`src/rtl/xbar_pkg.sv`:
```
package xbar_pkg;
  localparam int XB_N_IN        = 8;
  localparam int XB_N_OUT       = 8;
  localparam int XB_SYNC_STAGES = 2;
endpackage

```
`src/rtl/xbar_sync.sv`:
```
module xbar_sync #(
  parameter int             W      = 1,
  parameter int             STAGES = 2,
  parameter logic [W-1:0]   RST_V  = '0
) (
  input  logic         clk,
  input  logic         rst_n,
  input  logic [W-1:0] d,
  output logic [W-1:0] q
);
  logic [W-1:0] st [STAGES];

  genvar i;
  generate
    for (i = 0; i < STAGES; i++) begin : g_stage
      if (i == 0) begin : g_first
        always_ff @(posedge clk or negedge rst_n) begin
          if (!rst_n) st[0] <= RST_V;
          else        st[0] <= d;
        end
      end else begin : g_next
        always_ff @(posedge clk or negedge rst_n) begin
          if (!rst_n) st[i] <= RST_V;
          else        st[i] <= st[i-1];
        end
      end
    end
  endgenerate

  assign q = st[STAGES-1];
endmodule

```
`src/rtl/xbar_prog.sv`:
```
module xbar_prog #(
  parameter int N_OUT = 8,
  parameter int SEL_W = 3
) (
  input  logic                     clk,
  input  logic                     rst_n,
  input  logic                     sclk_s,
  input  logic                     sdi_s,
  input  logic                     par_s,
  input  logic                     cs_n_s,
  input  logic [$clog2(N_OUT)-1:0] addr_s,
  input  logic [SEL_W:0]           data_s,
  output logic [N_OUT*(SEL_W+1)-1:0] prog_q,
  output logic                     sdo
);
  localparam int FW = SEL_W + 1;
  localparam int CW = N_OUT * FW;

  logic sclk_d;
  logic fall, shift_ev, wr_ev;

  always_ff @(posedge clk or negedge rst_n) begin
    if (!rst_n) sclk_d <= 1'b0;
    else        sclk_d <= sclk_s;
  end

  assign fall     = sclk_d & ~sclk_s;
  assign shift_ev = fall & ~cs_n_s & ~par_s;
  assign wr_ev    = fall & ~cs_n_s & par_s;

  // staging map: deliberately without reset so it survives rst_n
  always_ff @(posedge clk) begin
    if (shift_ev)   prog_q <= {prog_q[CW-2:0], sdi_s};
    else if (wr_ev) prog_q[addr_s*FW +: FW] <= data_s;
  end

  always_ff @(posedge clk or negedge rst_n) begin
    if (!rst_n)        sdo <= 1'b0;
    else if (shift_ev) sdo <= prog_q[CW-1];
  end

  AST_SHIFT_IN: assert property (@(posedge clk) disable iff (!rst_n)
    shift_ev |=> (prog_q[0] == $past(sdi_s)) && (prog_q[CW-1:1] == $past(prog_q[CW-2:0])));
  AST_CHAIN_OUT: assert property (@(posedge clk) disable iff (!rst_n)
    shift_ev |=> sdo == $past(prog_q[CW-1]));
  AST_FIELD_WRITE: assert property (@(posedge clk) disable iff (!rst_n)
    wr_ev |=> prog_q[$past(addr_s)*FW +: FW] == $past(data_s));
  AST_DESELECT_HOLD: assert property (@(posedge clk) disable iff (!rst_n)
    cs_n_s |=> $stable(prog_q) && $stable(sdo));
endmodule

```
`src/rtl/xbar_live.sv`:
```
module xbar_live #(
  parameter int N_IN  = 8,
  parameter int N_OUT = 8
) (
  input  logic                                     clk,
  input  logic                                     rst_n,
  input  logic                                     commit_n_s,
  input  logic [N_OUT*($clog2(N_IN)+1)-1:0]        prog_q,
  input  logic [N_IN-1:0]                          sig_in,
  output logic [N_OUT-1:0]                         sig_out
);
  localparam int SEL_W = $clog2(N_IN);
  localparam int FW    = SEL_W + 1;
  localparam int CW    = N_OUT * FW;

  logic [CW-1:0] live_q;

  always_ff @(posedge clk or negedge rst_n) begin
    if (!rst_n)           live_q <= '0;
    else if (!commit_n_s) live_q <= prog_q;
  end

  genvar k;
  generate
    for (k = 0; k < N_OUT; k++) begin : g_out
      logic             en;
      logic [SEL_W-1:0] sel;
      assign en         = live_q[k*FW + SEL_W];
      assign sel        = live_q[k*FW +: SEL_W];
      assign sig_out[k] = en & sig_in[sel];
    end
  endgenerate

  AST_COMMIT_COPY: assert property (@(posedge clk) disable iff (!rst_n)
    !commit_n_s |=> live_q == $past(prog_q));
  AST_LIVE_HOLD: assert property (@(posedge clk) disable iff (!rst_n)
    commit_n_s |=> $stable(live_q));
  AST_RESET_DARK: assert property (@(posedge clk)
    !rst_n |-> sig_out == '0);
endmodule

```
`src/rtl/xbar_digital.sv`:
```
module xbar_digital
  import xbar_pkg::*;
#(
  parameter int N_IN   = XB_N_IN,
  parameter int N_OUT  = XB_N_OUT,
  parameter int STAGES = XB_SYNC_STAGES
) (
  input  logic                     clk,
  input  logic                     rst_n,
  input  logic                     par_mode,
  input  logic                     shift_clk,
  input  logic                     ser_in,
  output logic                     ser_out,
  input  logic [$clog2(N_OUT)-1:0] wr_addr,
  input  logic [$clog2(N_IN):0]    wr_data,
  input  logic                     cs_n,
  input  logic                     commit_n,
  input  logic [N_IN-1:0]          sig_in,
  output logic [N_OUT-1:0]         sig_out
);
  localparam int SEL_W  = $clog2(N_IN);
  localparam int ADDR_W = $clog2(N_OUT);
  localparam int FW     = SEL_W + 1;
  localparam int CW     = N_OUT * FW;
  localparam int BW     = 5 + ADDR_W + FW;

  logic [BW-1:0]     raw, synced;
  logic              par_s, sclk_s, sdi_s, cs_n_s, commit_n_s;
  logic [ADDR_W-1:0] addr_s;
  logic [FW-1:0]     data_s;
  logic [CW-1:0]     prog_q;

  assign raw = {par_mode, shift_clk, ser_in, wr_addr, wr_data, cs_n, commit_n};

  xbar_sync #(.W(BW), .STAGES(STAGES), .RST_V({BW{1'b1}})) u_sync (
    .clk  (clk),
    .rst_n(rst_n),
    .d    (raw),
    .q    (synced)
  );

  assign {par_s, sclk_s, sdi_s, addr_s, data_s, cs_n_s, commit_n_s} = synced;

  xbar_prog #(.N_OUT(N_OUT), .SEL_W(SEL_W)) u_prog (
    .clk   (clk),
    .rst_n (rst_n),
    .sclk_s(sclk_s),
    .sdi_s (sdi_s),
    .par_s (par_s),
    .cs_n_s(cs_n_s),
    .addr_s(addr_s),
    .data_s(data_s),
    .prog_q(prog_q),
    .sdo   (ser_out)
  );

  xbar_live #(.N_IN(N_IN), .N_OUT(N_OUT)) u_live (
    .clk       (clk),
    .rst_n     (rst_n),
    .commit_n_s(commit_n_s),
    .prog_q    (prog_q),
    .sig_in    (sig_in),
    .sig_out   (sig_out)
  );
endmodule

```
`config.mk`:
```
export PLATFORM = sky130hd
export DESIGN_NAME = xbar_digital
export DESIGN_NICKNAME = d
export VERILOG_FILES = /design/src/rtl/xbar_pkg.sv /design/src/rtl/xbar_sync.sv /design/src/rtl/xbar_prog.sv /design/src/rtl/xbar_live.sv /design/src/rtl/xbar_digital.sv
export SDC_FILE = /design/constraint.sdc
export NUM_CORES = 1
export LEC_CHECK = 0
export BUFFER_PORTS_ARGS = -buffer_cell sky130_fd_sc_hd__buf_2
export CORE_ASPECT_RATIO = 0.6
export CORE_MARGIN = 8
export CORE_UTILIZATION = 45
export DETAILED_ROUTE_END_ITERATION = 10
export PLACE_DENSITY_LB_ADDON = 0.3
export SLEW_MARGIN = 20
export SYNTH_ARGS = -nofsm -noshare
export SYNTH_HDL_FRONTEND = slang
export SYNTH_SLANG_ARGS = --single-unit
```
`constraint.sdc`:
```
create_clock -name clk -period 6.7 [get_ports clk]
set_input_delay 0.67 -clock clk [delete_from_list [all_inputs] [get_ports clk]]
set_output_delay 0.67 -clock clk [all_outputs]
set_load 0.01 [all_outputs]
```
== Yosys cells after proc, flatten, opt, wreduce, memory -nomap -nowiden ==
Cells that the tools add are included.
Widths: inputs -> output; s select.

* $add $sub $neg: 1
* Order comparisons: 8
* Shift-type cells: 2
* Muxes and demuxes: 19
* Bitwise gates (word level): 15
* Reductions and logical operators: 1

{| class="wikitable"
|+ Operators with widths
! cell !! number
|-
| $mux 32 || 2
|-
| $neg 5->34 || 1
|-
| $shift 4x34->32 const A || 1
|-
| $shiftx 4x34->32 || 1
|-
| $bwmux 32 || 1
|-
| $lt 3x4->1 const B || 8
|-
| $bmux 1 s3 || 8
|-
| $and 1x1->1 || 12
|-
| $mux 1 || 8
|-
| $not 1->1 || 3
|-
| $reduce_bool 2->1 || 1
|}

* Flip-flop bits (word level): 90
* Input bits: 22
* Output and inout port bits: 9
* Word-level logic and storage cells: 52

== Depth between registers and ports, before layout ==
* Word-level depth: 6
* Mapped depth: 6
* Gate-level depth less buffers: 6

== Cells and area by module ==
A second synthesis with hierarchy kept.

* Cell total of the unflattened synthesis: 295
* Area total of the unflattened synthesis: 4125.2 um2

{| class="wikitable"
|+ By module, submodules not included
! module !! times used !! cells each !! area each (um2) !! seq. area each (um2)
|-
| xbar_live || 1 || 125 || 1761.7 || 800.8
|-
| xbar_prog || 1 || 134 || 1642.8 || 1011.0
|-
| xbar_sync || 1 || 36 || 720.7 || 630.6
|}

== Worst setup path before layout ==
Ideal clock, no wire load.

* Kind: reg2reg
* Start point: register, netlist name u_sync.q[6]
* End point: register u_prog.prog_q[28], enable pin
* Library setup time: 0.339 ns
* Data arrival time: 2.078 ns
* Required time: 6.361 ns
* Path slack: 4.283 ns
* Cell stages (with the launch flop): 7
* Buffers on the path: 0
* Period minus slack after synthesis: 2.417 ns
* Cells stage by stage: dfstp_2 > inv_1 > ha_1 > ha_1 > nor4b_1 > inv_1 > a21oi_1

{| class="wikitable"
|+ RTL lines
! item !! line !! text
|-
| to (signal assigned) || xbar_prog.sv:33 || <nowiki>if (shift_ev) prog_q <= {prog_q[CW-2:0], sdi_s};</nowiki>
|-
| to (signal, indexed assignment) || xbar_prog.sv:34 || <nowiki>else if (wr_ev) prog_q[addr_s*FW +: FW] <= data_s;</nowiki>
|-
| to (decl) || xbar_prog.sv:13 || <nowiki>output logic [N_OUT*(SEL_W+1)-1:0] prog_q,</nowiki>
|}

==> results by group <==
Yosys
  • Post-synthesis cell count: 311
  • Synth cell types: 30
  • Top-count cell post-synth: nand2_1
  • Yosys warns: 0
  • Synth Cell Area: 4030 um^2
  • Top cell type by total area after synthesis: edfxtp_1
  • Number of synthesized flops with an enable pin: 32
  • Flops & latches, synth: 90
  • Syn_nets: 336
  • Synth top area cells: edfxtp_1 (24%), dfrtp_1 (21%), dfstp_2 (16%)
  • Syn avg cell area: 12.9 um^2
  • Share of the synthesized area in the top cell type: 23.9%
  • Seq/Total Area, Yosys: 60.7%
  • Post-synthesis async set-or-reset flop share: 64.4%
  • Synth cell count leaders: nand2_1 (52), mux2_2 (40), dfrtp_1 (34)
  • Prevailing post-synth register cell: dfrtp_1

Placement
  • Final Wtd Congestion: 0.760
  • DPL Wire Length: 6130 um
  • Placed insts: 443
  • IO Port Bufs: 30

Clocking
  • Insertion delay to the later sink of the worst-skew pair: 0.34 ns
  • Post-cts repair resize count: 0
  • CTS tree: built
  • H-tree depth: 3
  • Clock Tree Buf Depth: 2
  • # Post-CTS Setup Buffers: 0
  • Root Driver: clkbuf_16
  • Cts bufs inserted: 9
  • Num Clock Sinks: 90
  • Cts hold-fix bufs: 0
  • CTS clk-pin slew, worst paths: 0.06 ns

Timing
  • Final setup violation count: 0
  • Minimum clock period: 2.74 ns
  • Max Transition Viols Final: 0
  • Crit share post-route: 41.0%
  • Clock Skews: 0.00960 ns
  • Worst-Margin Slew: 0.820 ns
  • Endpoints failing hold: 0
  • Fmax: 364 MHz
  • Slew margin rel.: 44.6%
  • Post-Route Setup TNS: 0 ns
  • Unrepaired setup endpoints after global routing: no

Routing
  • DRT antenna net count: 0
  • DR WL/cell: 18.5 um
  • DRC violations left: 0
  • Via density: 5.50
  • First-pass DRT Iterations: 4
  • Detailed Route WL: 8500 um
  • Via count: 2523
  • 1st-iter DRT viols: 247

Final layout
  • ANT cells: 0
  • Area growth syn-to-layout: 13.5%
  • Layout cells sized above 1: 35.7%
  • Fin nets: 367
  • Util after Layout: 53.2%
  • Final Non-Filler Cells: 459
  • Filler instances: 755

GRT
  • Total gr overflow: 0
  • First-pass GRT wire length: 14000 um
  • Gr usage total: 14.9%
  • Antenna violations before repair: 0
  • Vias in the first global route: 2492
  • Largest net degree at the start of global routing: 59

Worst setup path
  • Maximum fanout along the worst path: 8
  • Worst R2R Setup Slack: 3.96 ns
  • CP bufs+invs: 2
  • CP peak stage delay: 0.75 ns
  • Crit path max-delay cell type: nor4b_1
  • Top delay family on crit path: simple AND/OR/NAND/NOR gates
  • Cell Chain, Critical Path: inv_1, ha_1, ha_1, nor4b_1, inv_1, a21oi_1
  • Critical path class: register to register
  • CP endpoint kind: register
  • Critical Path Start Type: register
  • CP Data Required Time: 6.71 ns
  • Arr. time, crit path: 2.75 ns

Hold path
  • HP Class: register to register

Run
  • Max cap viols: 0

Pwr
  • Switching pwr: 278 uW
  • VDD IR max: 184 uV
  • Flop pwr share: 51.7%
  • Internal power: 941 uW
  • Sw frac: 22.8%
  • P per Cell Area: 267 nW/um^2
  • Leakage power: 0.00186 uW
  • Clock power frac: 40.0%
  • Combinational power share: 8.3%

Floorplan
  • Placeable Area: 8590 um^2
  • # IOs: 31
  • FP Rows: 26
  • Initial core utilization: 46.9%
  • Die height: 89.3 um
  • Die Area: 12300 um^2
  • Die X: 138 um

Outcome
  • Outcome: completed
[path summary, 6_finish.rpt]
check                                    from           endpoint  cells after the start
worst max-delay path              u_sync.q[6]  u_prog.prog_q[28]                      6
worst min-delay path            u_sync.st[15]        u_sync.q[3]                      0
worst max register to register    u_sync.q[6]  u_prog.prog_q[28]                      6
worst min register to register  u_sync.st[15]        u_sync.q[3]                      0
max in group asynchronous               rst_n   u_live.live_q[0]                      2
min in group asynchronous               rst_n         u_prog.sdo                      2
[kinds of logic after synthesis]
kind of cell	share of synthesized area, %
buffers and inverters	2.89
DFF	60.7
and+or+nand+nor	11.3
muxes	17.7
adders and majority gates	0.932
AOI/OAI and AO/OA	6.59
[state kept, by name, indices dropped and copies added, names as in the netlist]
register       flops
u_sync.st         12
u_prog.sclk_d      1
u_prog.sdo         1
u_sync.q          12
u_prog.prog_q     32
u_live.live_q     32
[final cells by class]
type | count | area [um^2] | share of cell area (%)
clock inverters | 5 | 55.1 | 1.21
repair buffers | 32 | 165 | 3.62
multi-input cells | 194 | 1480 | 32.3
flip-flops and latches | 90 | 2440 | 53.5
well taps | 112 | 140 | 3.07
inverters | 15 | 56.3 | 1.23
clock buffers | 11 | 233 | 5.09
[cells in the final DEF (no fill, tap or decap), types with 8 or more instances in the layout]
master / count
nand2_1: 52
mux2_2: 40
dfrtp_1: 34
edfxtp_1: 32
buf_2: 30
dfstp_2: 24
nand3_1: 18
inv_1: 15
o21ai_0: 12
nor2_1: 12
clkbuf_16: 9
mux2i_1: 8
o31ai_1: 8
mux4_2: 8
a311oi_1: 8
a21oi_1: 8
[power groups by stage]
stage	clock (uW)	sequential [uW]	combinational [uW]
2_1_floorplan	0	628	72.6
3_3_place_gp	0	640	98.7
3_5_place_dp	0	641	102
4_1_cts	498	631	103
5_1_grt	521	635	113
6_report	487	631	101
[per-stage QoR]
step | worst slack (ns) | total power [uW] | area, um^2 | hold WS [ns]
after floorplan | 4.28 | 700 | 4030 | 0.345
after global placement | 4.13 | 738 | 4280 | 0.346
after detailed placement | 4.00 | 743 | 4280 | 0.347
after CTS | 3.98 | 1230 | 4570 | 0.355
after global routing | 3.73 | 1270 | 4570 | 0.357
final | 3.96 | 1220 | 4570 | 0.355
[metal layers]
layer / GRT usage, % / wire (um) / vias to the layer above / share of wire (%)
met1: 22.1 / 4620 / 1238 / 54
li1: - / - / 1197 / -
met4: 4.31 / 80 / 0 / 0.94
met2: 19.3 / 3270 / 78 / 38
met3: 5.78 / 532 / 10 / 6.3
met5: 0 / 0 / - / 0
No activity file was read; power rests on OpenSTA's default activity.
